--- src/rtl/wdt3_pkg.sv ---
package wdt3_pkg;
    localparam int DATA_W     = 64;
    localparam int ADDR_W     = 17;
    localparam int MODE_W     = 2;
    localparam int LEN_W      = 16;
    localparam int CNT_W      = 24;
    localparam int LEN_LSB    = 4;
    localparam int CNT_LSB    = 20;
    localparam int LOW_ZERO_W = CNT_W - LEN_W;

    localparam logic [MODE_W-1:0] MODE_STOP = 2'd0;

    typedef enum logic [1:0] {
        STG_INTR  = 2'd0,
        STG_EVENT = 2'd1,
        STG_RESET = 2'd2
    } stage_e;

    typedef struct packed {
        logic [CNT_W-1:0]  cnt;
        logic [LEN_W-1:0]  len;
        logic [MODE_W-1:0] mode;
    } ctrl_t;

    function automatic logic [DATA_W-1:0] ctrl_to_word(ctrl_t c);
        logic [DATA_W-1:0] w;
        w = '0;
        w[MODE_W-1:0]         = c.mode;
        w[LEN_LSB +: LEN_W]   = c.len;
        w[CNT_LSB +: CNT_W]   = c.cnt;
        return w;
    endfunction

    function automatic logic [CNT_W-1:0] reload_of(logic [LEN_W-1:0] len);
        return {len, {LOW_ZERO_W{1'b0}}};
    endfunction
endpackage

--- src/rtl/wdt3_prescaler.sv ---
module wdt3_prescaler #(
    parameter int DIV = 1024
) (
    input  logic clk,
    input  logic rst,
    input  logic run,
    input  logic restart,
    output logic tick
);
    localparam int PW = (DIV > 1) ? $clog2(DIV) : 1;
    localparam logic [PW-1:0] LAST = PW'(DIV - 1);

    logic [PW-1:0] pcnt_q;

    always_ff @(posedge clk) begin
        if (rst || !run || restart) begin
            pcnt_q <= '0;
        end else if (pcnt_q == LAST) begin
            pcnt_q <= '0;
        end else begin
            pcnt_q <= pcnt_q + 1'b1;
        end
    end

    assign tick = run && (pcnt_q == LAST);

    // ticks are separated by at least one idle cycle
    assert_tick_spacing_R3: assert property (@(posedge clk) disable iff (rst)
        tick |=> !tick);
endmodule

--- src/rtl/wdt3_escalate.sv ---
module wdt3_escalate
    import wdt3_pkg::*;
(
    input  logic              clk,
    input  logic              rst,
    input  logic [MODE_W-1:0] mode,
    input  logic              expire,
    input  logic              poke,
    input  logic              pend_clr,
    output logic              pending,
    output logic              stage2_pulse,
    output logic              core_rst,
    output logic              reload
);
    stage_e stage_q;
    logic   advance;

    assign advance = ({1'b0, stage_q} + 3'd1) < {1'b0, mode};
    assign reload  = expire && !poke && (stage_q != STG_RESET);

    always_ff @(posedge clk) begin
        if (rst) begin
            stage_q      <= STG_INTR;
            pending      <= 1'b0;
            stage2_pulse <= 1'b0;
            core_rst     <= 1'b0;
        end else begin
            stage2_pulse <= 1'b0;
            if (pend_clr) begin
                pending <= 1'b0;
            end
            if (mode == MODE_STOP || poke) begin
                stage_q <= STG_INTR;
            end else if (expire) begin
                case (stage_q)
                    STG_INTR:  pending      <= 1'b1;
                    STG_EVENT: stage2_pulse <= 1'b1;
                    default:   core_rst     <= 1'b1;
                endcase
                if (advance) begin
                    case (stage_q)
                        STG_INTR:  stage_q <= STG_EVENT;
                        STG_EVENT: stage_q <= STG_RESET;
                        default:   stage_q <= STG_RESET;
                    endcase
                end
            end
        end
    end

    // pending only rises from a first-stage expiry
    assert_pend_from_expiry_R4: assert property (@(posedge clk) disable iff (rst)
        $rose(pending) |-> $past(expire && stage_q == STG_INTR));
    // the intermediate event is a single-cycle pulse
    assert_stage2_pulse_R6: assert property (@(posedge clk) disable iff (rst)
        stage2_pulse |=> !stage2_pulse);
    // the reset request is sticky
    assert_core_rst_sticky_R7: assert property (@(posedge clk) disable iff (rst)
        core_rst |=> core_rst);
    // the reset request only rises from the final stage
    assert_core_rst_final_R7: assert property (@(posedge clk) disable iff (rst)
        $rose(core_rst) |-> $past(stage_q == STG_RESET));
    // a stopped watchdog drops back to the first stage
    assert_stop_clears_stage_R9: assert property (@(posedge clk) disable iff (rst)
        (mode == MODE_STOP) |=> (stage_q == STG_INTR));
endmodule

--- src/rtl/wdt3_regs.sv ---
module wdt3_regs
    import wdt3_pkg::*;
#(
    parameter int SLOT_IDX = 63
) (
    input  logic              clk,
    input  logic              rst,
    input  logic              bus_wr,
    input  logic              bus_rd,
    input  logic [ADDR_W-1:0] bus_addr,
    input  logic [DATA_W-1:0] bus_wdata,
    output logic [DATA_W-1:0] bus_rdata,
    input  logic              tick,
    input  logic              reload,
    input  logic              pending,
    output ctrl_t             ctrl,
    output logic              enable,
    output logic              poke,
    output logic              pend_clr
);
    localparam logic [ADDR_W-1:0] A_CTRL = ADDR_W'(8 * SLOT_IDX);
    localparam logic [ADDR_W-1:0] A_POKE = ADDR_W'(32'h1_0000 + 8 * SLOT_IDX);
    localparam logic [ADDR_W-1:0] A_STAT = ADDR_W'(32'h200);
    localparam logic [ADDR_W-1:0] A_ECLR = ADDR_W'(32'h210);
    localparam logic [ADDR_W-1:0] A_ESET = ADDR_W'(32'h218);

    logic slot_bit, ctrl_wr;

    assign slot_bit = bus_wdata[SLOT_IDX];
    assign ctrl_wr  = bus_wr && bus_addr == A_CTRL;
    assign poke     = bus_wr && bus_addr == A_POKE && slot_bit;
    assign pend_clr = bus_wr && bus_addr == A_STAT && slot_bit;

    always_ff @(posedge clk) begin
        if (rst) begin
            ctrl   <= '0;
            enable <= 1'b0;
        end else begin
            if (ctrl_wr) begin
                ctrl.mode <= bus_wdata[MODE_W-1:0];
                ctrl.len  <= bus_wdata[LEN_LSB +: LEN_W];
                ctrl.cnt  <= bus_wdata[CNT_LSB +: CNT_W];
            end else if (poke) begin
                ctrl.cnt <= reload_of(ctrl.len);
            end else if (tick) begin
                if (ctrl.cnt != '0) begin
                    ctrl.cnt <= ctrl.cnt - 1'b1;
                end else if (reload) begin
                    ctrl.cnt <= reload_of(ctrl.len);
                end
            end
            if (bus_wr && bus_addr == A_ESET && slot_bit) begin
                enable <= 1'b1;
            end else if (bus_wr && bus_addr == A_ECLR && slot_bit) begin
                enable <= 1'b0;
            end
        end
    end

    always_comb begin
        bus_rdata = '0;
        if (bus_rd) begin
            case (bus_addr)
                A_CTRL:         bus_rdata = ctrl_to_word(ctrl);
                A_STAT:         bus_rdata[SLOT_IDX] = pending;
                A_ECLR, A_ESET: bus_rdata[SLOT_IDX] = enable;
                default:        bus_rdata = '0;
            endcase
        end
    end

    // a poke leaves the count at the scaled length
    assert_poke_reload_R8: assert property (@(posedge clk) disable iff (rst)
        poke |=> (ctrl.cnt == reload_of($past(ctrl.len))));
endmodule

--- src/rtl/wdt3_escalator.sv ---
module wdt3_escalator
    import wdt3_pkg::*;
#(
    parameter int PRESC_DIV = 1024,
    parameter int SLOT_IDX  = 63
) (
    input  logic              clk,
    input  logic              rst,
    input  logic              bus_wr,
    input  logic              bus_rd,
    input  logic [ADDR_W-1:0] bus_addr,
    input  logic [DATA_W-1:0] bus_wdata,
    output logic [DATA_W-1:0] bus_rdata,
    output logic              wd_irq,
    output logic              wd_stage2,
    output logic              wd_core_rst
);
    ctrl_t ctrl;
    logic  enable, poke, pend_clr, tick, reload, pending, run, expire;

    assign run    = ctrl.mode != MODE_STOP;
    assign expire = tick && (ctrl.cnt == '0);
    assign wd_irq = pending && enable && run;

    wdt3_regs #(.SLOT_IDX(SLOT_IDX)) u_regs (
        .clk(clk), .rst(rst),
        .bus_wr(bus_wr), .bus_rd(bus_rd), .bus_addr(bus_addr),
        .bus_wdata(bus_wdata), .bus_rdata(bus_rdata),
        .tick(tick), .reload(reload), .pending(pending),
        .ctrl(ctrl), .enable(enable), .poke(poke), .pend_clr(pend_clr)
    );

    wdt3_prescaler #(.DIV(PRESC_DIV)) u_presc (
        .clk(clk), .rst(rst), .run(run), .restart(poke), .tick(tick)
    );

    wdt3_escalate u_esc (
        .clk(clk), .rst(rst), .mode(ctrl.mode), .expire(expire),
        .poke(poke), .pend_clr(pend_clr), .pending(pending),
        .stage2_pulse(wd_stage2), .core_rst(wd_core_rst), .reload(reload)
    );

    // a stopped watchdog keeps its count
    assert_stop_holds_count_R9: assert property (@(posedge clk) disable iff (rst)
        (!run && !bus_wr) |=> $stable(ctrl.cnt));
endmodule

--- config.mk ---
export PLATFORM = sky130hd
export DESIGN_NAME = wdt3_escalator
export DESIGN_NICKNAME = d
export VERILOG_FILES = /design/src/rtl/wdt3_pkg.sv /design/src/rtl/wdt3_prescaler.sv /design/src/rtl/wdt3_escalate.sv /design/src/rtl/wdt3_regs.sv /design/src/rtl/wdt3_escalator.sv
export SDC_FILE = /design/constraint.sdc
export NUM_CORES = 1
export LEC_CHECK = 0
export BUFFER_PORTS_ARGS = -buffer_cell sky130_fd_sc_hd__buf_2
export CORE_ASPECT_RATIO = 1.1
export CORE_UTILIZATION = 35
export CTS_BUF_LIST = sky130_fd_sc_hd__clkbuf_2
export DETAILED_ROUTE_END_ITERATION = 10
export PLACE_DENSITY = 0.71
export SYNTH_ARGS = -nofsm -noshare
export SYNTH_HDL_FRONTEND = slang
export SYNTH_SLANG_ARGS = --single-unit
--- constraint.sdc ---
create_clock -name clk -period 2.95 [get_ports clk]
set_clock_uncertainty 0.05 [all_clocks]
set_input_delay 0.1475 -clock clk [delete_from_list [all_inputs] [get_ports clk]]
set_output_delay 0.1475 -clock clk [all_outputs]
set_load 0.03 [all_outputs]
==> summary.json <==
{
  "synthesis": {
    "ys_seq_elements": 58,
    "synth_enable_flop_cells": 0,
    "average_size_of_a_mapped_cell_um2": 7.72,
    "sequential_to_total_area_share_from_yosys_stat_pct": 30.4,
    "ys_types": 57,
    "synth_flop_cell": "sky130_fd_sc_hd__dfxtp_1",
    "yosys_warnings": 0,
    "async_flop_share_pct": 0,
    "mappedNetlistArea_mm2": 0.00382,
    "netlist_instances": 495
  },
  "sta": {
    "slew_at_the_pin_with_the_worst_max_slew_slack_ps": 643,
    "min_period_over_period_pct": 95.9,
    "drv_slew": 0,
    "setup_total_negative_slack_ps": 0,
    "achievable-frequency_ghz": 0.354,
    "rsz0062_at_grt": "no",
    "timing.final.setup_violations": 0,
    "post-route-min-period_ps": 2830,
    "worst_rel_slew_slack_pct": 57.1,
    "post_route_worst_hold_slack_ps": 50.6,
    "hold_violations": 0
  },
  "die": {
    "placement_rows": 39,
    "fp.dieH_um": 112,
    "io_pins": 152,
    "initial_core_utilization_pct": 36.4,
    "width_of_the_chip_um": 102,
    "design.die.area_mm2": 0.0113,
    "fp.coreArea_mm2": 0.0105
  },
  "power_and_ir_drop": {
    "pwr_per_cell_area_mw_per_mm2": 272,
    "cellLeakagePower_nw": 2.25,
    "worst_ir_drop_vdd_uv": 218
  },
  "cts": {
    "clock_latency_late_sink_ps": 500,
    "max-clock-path-buffers": 2,
    "clk_sink_count": 58,
    "ctsRootBufferMaster": "sky130_fd_sc_hd__clkbuf_2",
    "htree_num_levels": 3,
    "clock_transition_at_the_register_clock_pins_on_the_worst_setup_and_hold_paths_after_cts_ps": 190,
    "cts_buffers": 9,
    "cts_tree": "yes"
  },
  "critical_path": {
    "critical_path_class": "reg -> reg",
    "crit_end_category": "flop",
    "start_kind": "flop",
    "crit_fanout": 10,
    "critPathArrivalTime_ps": 3210,
    "regToRegStartpoint": "u_regs.ctrl[26]",
    "setup.worst_path.start": "u_regs.ctrl[26]",
    "critPathRequiredTime_ps": 3330
  },
  "detailed_routing": {
    "drt_first_iter_violations": 368,
    "dr_total_vias": 4135,
    "routedWlPerCell_um": 14.6,
    "drcViolationCount": 0,
    "routed_wirelength_mm": 11.6,
    "drtAntennaViolNets": 0,
    "drt_pre_antenna_iters": 5,
    "viasPerCell": 5.20
  },
  "layout": {
    "sequential_cell_area_mm2": 0.00116,
    "final_nets": 740,
    "final_layout_size_suffix_gt1_share_pct": 24.4,
    "nFillCells": 1044,
    "layout-area-overhead-vs-synth_pct": 30.8,
    "multiInputGateArea_mm2": 0.00238,
    "n_diodes": 0
  },
  "global_routing": {
    "global_route_wire_length_before_repair_mm": 18.5,
    "grt_pass1_vias": 3834,
    "grt.overflow.total": 0,
    "pin_count_of_the_biggest_net_entering_global_routing": 43,
    "antenna_found_initial": 0,
    "grt.total_usage_pct": 20.7
  },
  "place": {
    "hpwl_mm": 7.92,
    "numPortBuffers": 109,
    "gpl.final_weighted_congestion": 0.849
  },
  "worst_hold_path": {
    "hold_path_startpoint": "rst",
    "timing.hold.worst.class": "in -> reg"
  },
  "job": {
    "count_of_maximum_capacitance_violations": 0
  },
  "run_status": {
    "status": "complete, no violations"
  }
}
flip-flops by register name, summed over array words and instances (netlist names):
| register | cells |
|---|---|
| u_regs.enable | 1 |
| u_esc.stage_q | 2 |
| u_esc.core_rst | 1 |
| u_regs.ctrl | 42 |
| u_esc.pending | 1 |
| u_esc.stage2_pulse | 1 |
| u_presc.pcnt_q | 10 |
logic make-up (layout without fill, tap and decap cells):
group / after synthesis / after routing / synth area share [%]
simple gates: 229 / 229 / 32.1
compound gates: 116 / 116 / 20.6
buf+inv: 63 / 200 / 9.34
flops: 58 / 58 / 30.4
xor+xnor: 16 / 16 / 3.67
fa+ha+maj: 8 / 8 / 2.82
mux: 4 / 4 / 1.05
other cells: 1 / 21 / 0.0982
timing repair:
| action | CTS | global route |
|---|---|---|
| endpoints found under the hold margin | 44 | 0 |
| gates resized for setup | 1 | 0 |
| buffers inserted | 0 | 0 |
| hold buffers | 46 | 0 |
| setup endpoints to repair | 1 | 0 |
cells in the mapped netlist (3+ instances only):
| cell type | n | area [µm²] |
|---|---|---|
| sky130_fd_sc_hd__a211oi_1 | 9 | 67.6 |
| sky130_fd_sc_hd__a21oi_1 | 39 | 195 |
| sky130_fd_sc_hd__a31oi_1 | 9 | 56.3 |
| sky130_fd_sc_hd__and2_1 | 47 | 294 |
| sky130_fd_sc_hd__and3_1 | 10 | 62.6 |
| sky130_fd_sc_hd__and4_1 | 3 | 26.3 |
| sky130_fd_sc_hd__buf_2 | 8 | 40.0 |
| sky130_fd_sc_hd__buf_4 | 21 | 158 |
| sky130_fd_sc_hd__clkbuf_1 | 21 | 78.8 |
| sky130_fd_sc_hd__dfxtp_1 | 58 | 1160 |
| sky130_fd_sc_hd__ha_1 | 7 | 87.6 |
| sky130_fd_sc_hd__inv_1 | 8 | 30.0 |
| sky130_fd_sc_hd__mux2i_1 | 4 | 40.0 |
| sky130_fd_sc_hd__nand2_1 | 63 | 236 |
| sky130_fd_sc_hd__nand3_1 | 14 | 70.1 |
| sky130_fd_sc_hd__nand4_1 | 5 | 31.3 |
| sky130_fd_sc_hd__nor2_1 | 30 | 113 |
| sky130_fd_sc_hd__nor3_1 | 20 | 100 |
| sky130_fd_sc_hd__nor3b_1 | 3 | 22.5 |
| sky130_fd_sc_hd__nor4_1 | 10 | 62.6 |
| sky130_fd_sc_hd__nor4b_1 | 3 | 26.3 |
| sky130_fd_sc_hd__o211ai_1 | 15 | 113 |
| sky130_fd_sc_hd__o21ai_0 | 8 | 40.0 |
| sky130_fd_sc_hd__o21ai_2 | 3 | 26.3 |
| sky130_fd_sc_hd__o21bai_1 | 12 | 90.1 |
| sky130_fd_sc_hd__o31ai_1 | 5 | 37.5 |
| sky130_fd_sc_hd__or3_1 | 4 | 25.0 |
| sky130_fd_sc_hd__or4_1 | 6 | 45.0 |
| sky130_fd_sc_hd__xnor2_1 | 8 | 70.1 |
| sky130_fd_sc_hd__xor2_1 | 8 | 70.1 |
power breakdown:
part	internal [W]	total (W)	switching, W	leakage [nW]
clock	0.000107	0.000429	0.000322	0.0551
sequential	0.000784	0.000784	0.00000000554	0.467
combinational	0.0000741	0.000147	0.0000725	1.73
worst paths after layout:
check | endpoint | slack, ps | cells past startpoint
min | u_regs.ctrl[2] | 50 | 2
max reg2reg | u_regs.ctrl[35] | 120 | 7
max | u_regs.ctrl[35] | 120 | 7
min reg2reg | u_regs.ctrl[15] | 430 | 2
worst max-delay path, stage by stage (launching register included):
cell and delay, ps:
sky130_fd_sc_hd__dfxtp_1 360, sky130_fd_sc_hd__or4_4 570, sky130_fd_sc_hd__or4b_4 560, sky130_fd_sc_hd__o41ai_4 400, sky130_fd_sc_hd__and3_2 390, sky130_fd_sc_hd__buf_4 190, sky130_fd_sc_hd__a21oi_1 50, sky130_fd_sc_hd__a21oi_1 190
area by class of cell:
class	instances	share of cell area, %
repair buffers	176	23.3
well taps	143	3.58
inverters	8	0.601
clock inverters	6	0.676
clock buffers	10	1.00
multi-input cells	394	47.6
flip-flops and latches	58	23.2
per-layer routing:
layer  track usage [%]  wire length (µm)  vias to the layer above
li1                  -                 -                     2030
met3              4.02               715                       14
met4              6.28               180                        0
met2              33.2              5440                      171
met5                 0                 0                        -
met1              27.7              5270                     1920
cell usage in the layout (no fill, tap or decap), types with 3 or more instances in the layout:
cell type,netlist,routed
sky130_fd_sc_hd__a211oi_1,9,9
sky130_fd_sc_hd__a21oi_1,39,39
sky130_fd_sc_hd__a31oi_1,9,9
sky130_fd_sc_hd__and2_1,47,47
sky130_fd_sc_hd__and3_1,10,8
sky130_fd_sc_hd__and4_1,3,3
sky130_fd_sc_hd__buf_2,8,109
sky130_fd_sc_hd__buf_4,21,21
sky130_fd_sc_hd__clkbuf_2,0,10
sky130_fd_sc_hd__clkinv_2,0,3
sky130_fd_sc_hd__conb_1,1,21
sky130_fd_sc_hd__dfxtp_1,58,58
sky130_fd_sc_hd__dlygate4sd3_1,0,46
sky130_fd_sc_hd__ha_1,7,7
sky130_fd_sc_hd__inv_1,8,8
sky130_fd_sc_hd__mux2i_1,4,4
sky130_fd_sc_hd__nand2_1,63,63
sky130_fd_sc_hd__nand3_1,14,14
sky130_fd_sc_hd__nand4_1,5,5
sky130_fd_sc_hd__nor2_1,30,30
sky130_fd_sc_hd__nor3_1,20,20
sky130_fd_sc_hd__nor3b_1,3,3
sky130_fd_sc_hd__nor4_1,10,10
sky130_fd_sc_hd__nor4b_1,3,3
sky130_fd_sc_hd__o211ai_1,15,15
sky130_fd_sc_hd__o21ai_0,8,8
sky130_fd_sc_hd__o21ai_2,3,3
sky130_fd_sc_hd__o21bai_1,12,12
sky130_fd_sc_hd__o31ai_1,5,5
sky130_fd_sc_hd__or3_1,4,4
sky130_fd_sc_hd__or4_1,6,6
sky130_fd_sc_hd__xnor2_1,8,8
sky130_fd_sc_hd__xor2_1,8,8
through the flow:
step | instance area [µm²] | utilization, % | std cells | setup WS, ps | power [W]
finish | 5000 | 47.6 | 795 | 122 | 0.00136
global route | 5000 | 47.6 | 795 | 39.1 | 0.00142
CTS | 5000 | 47.6 | 795 | 141 | 0.00137
detailed placement | 4450 | 42.4 | 733 | 111 | 0.000900
global placement | 4450 | 42.4 | 733 | 151 | 0.000900
floorplan | 3890 | - | 515 | 359 | 0.000873
No activity file was read; power rests on OpenSTA's default activity.
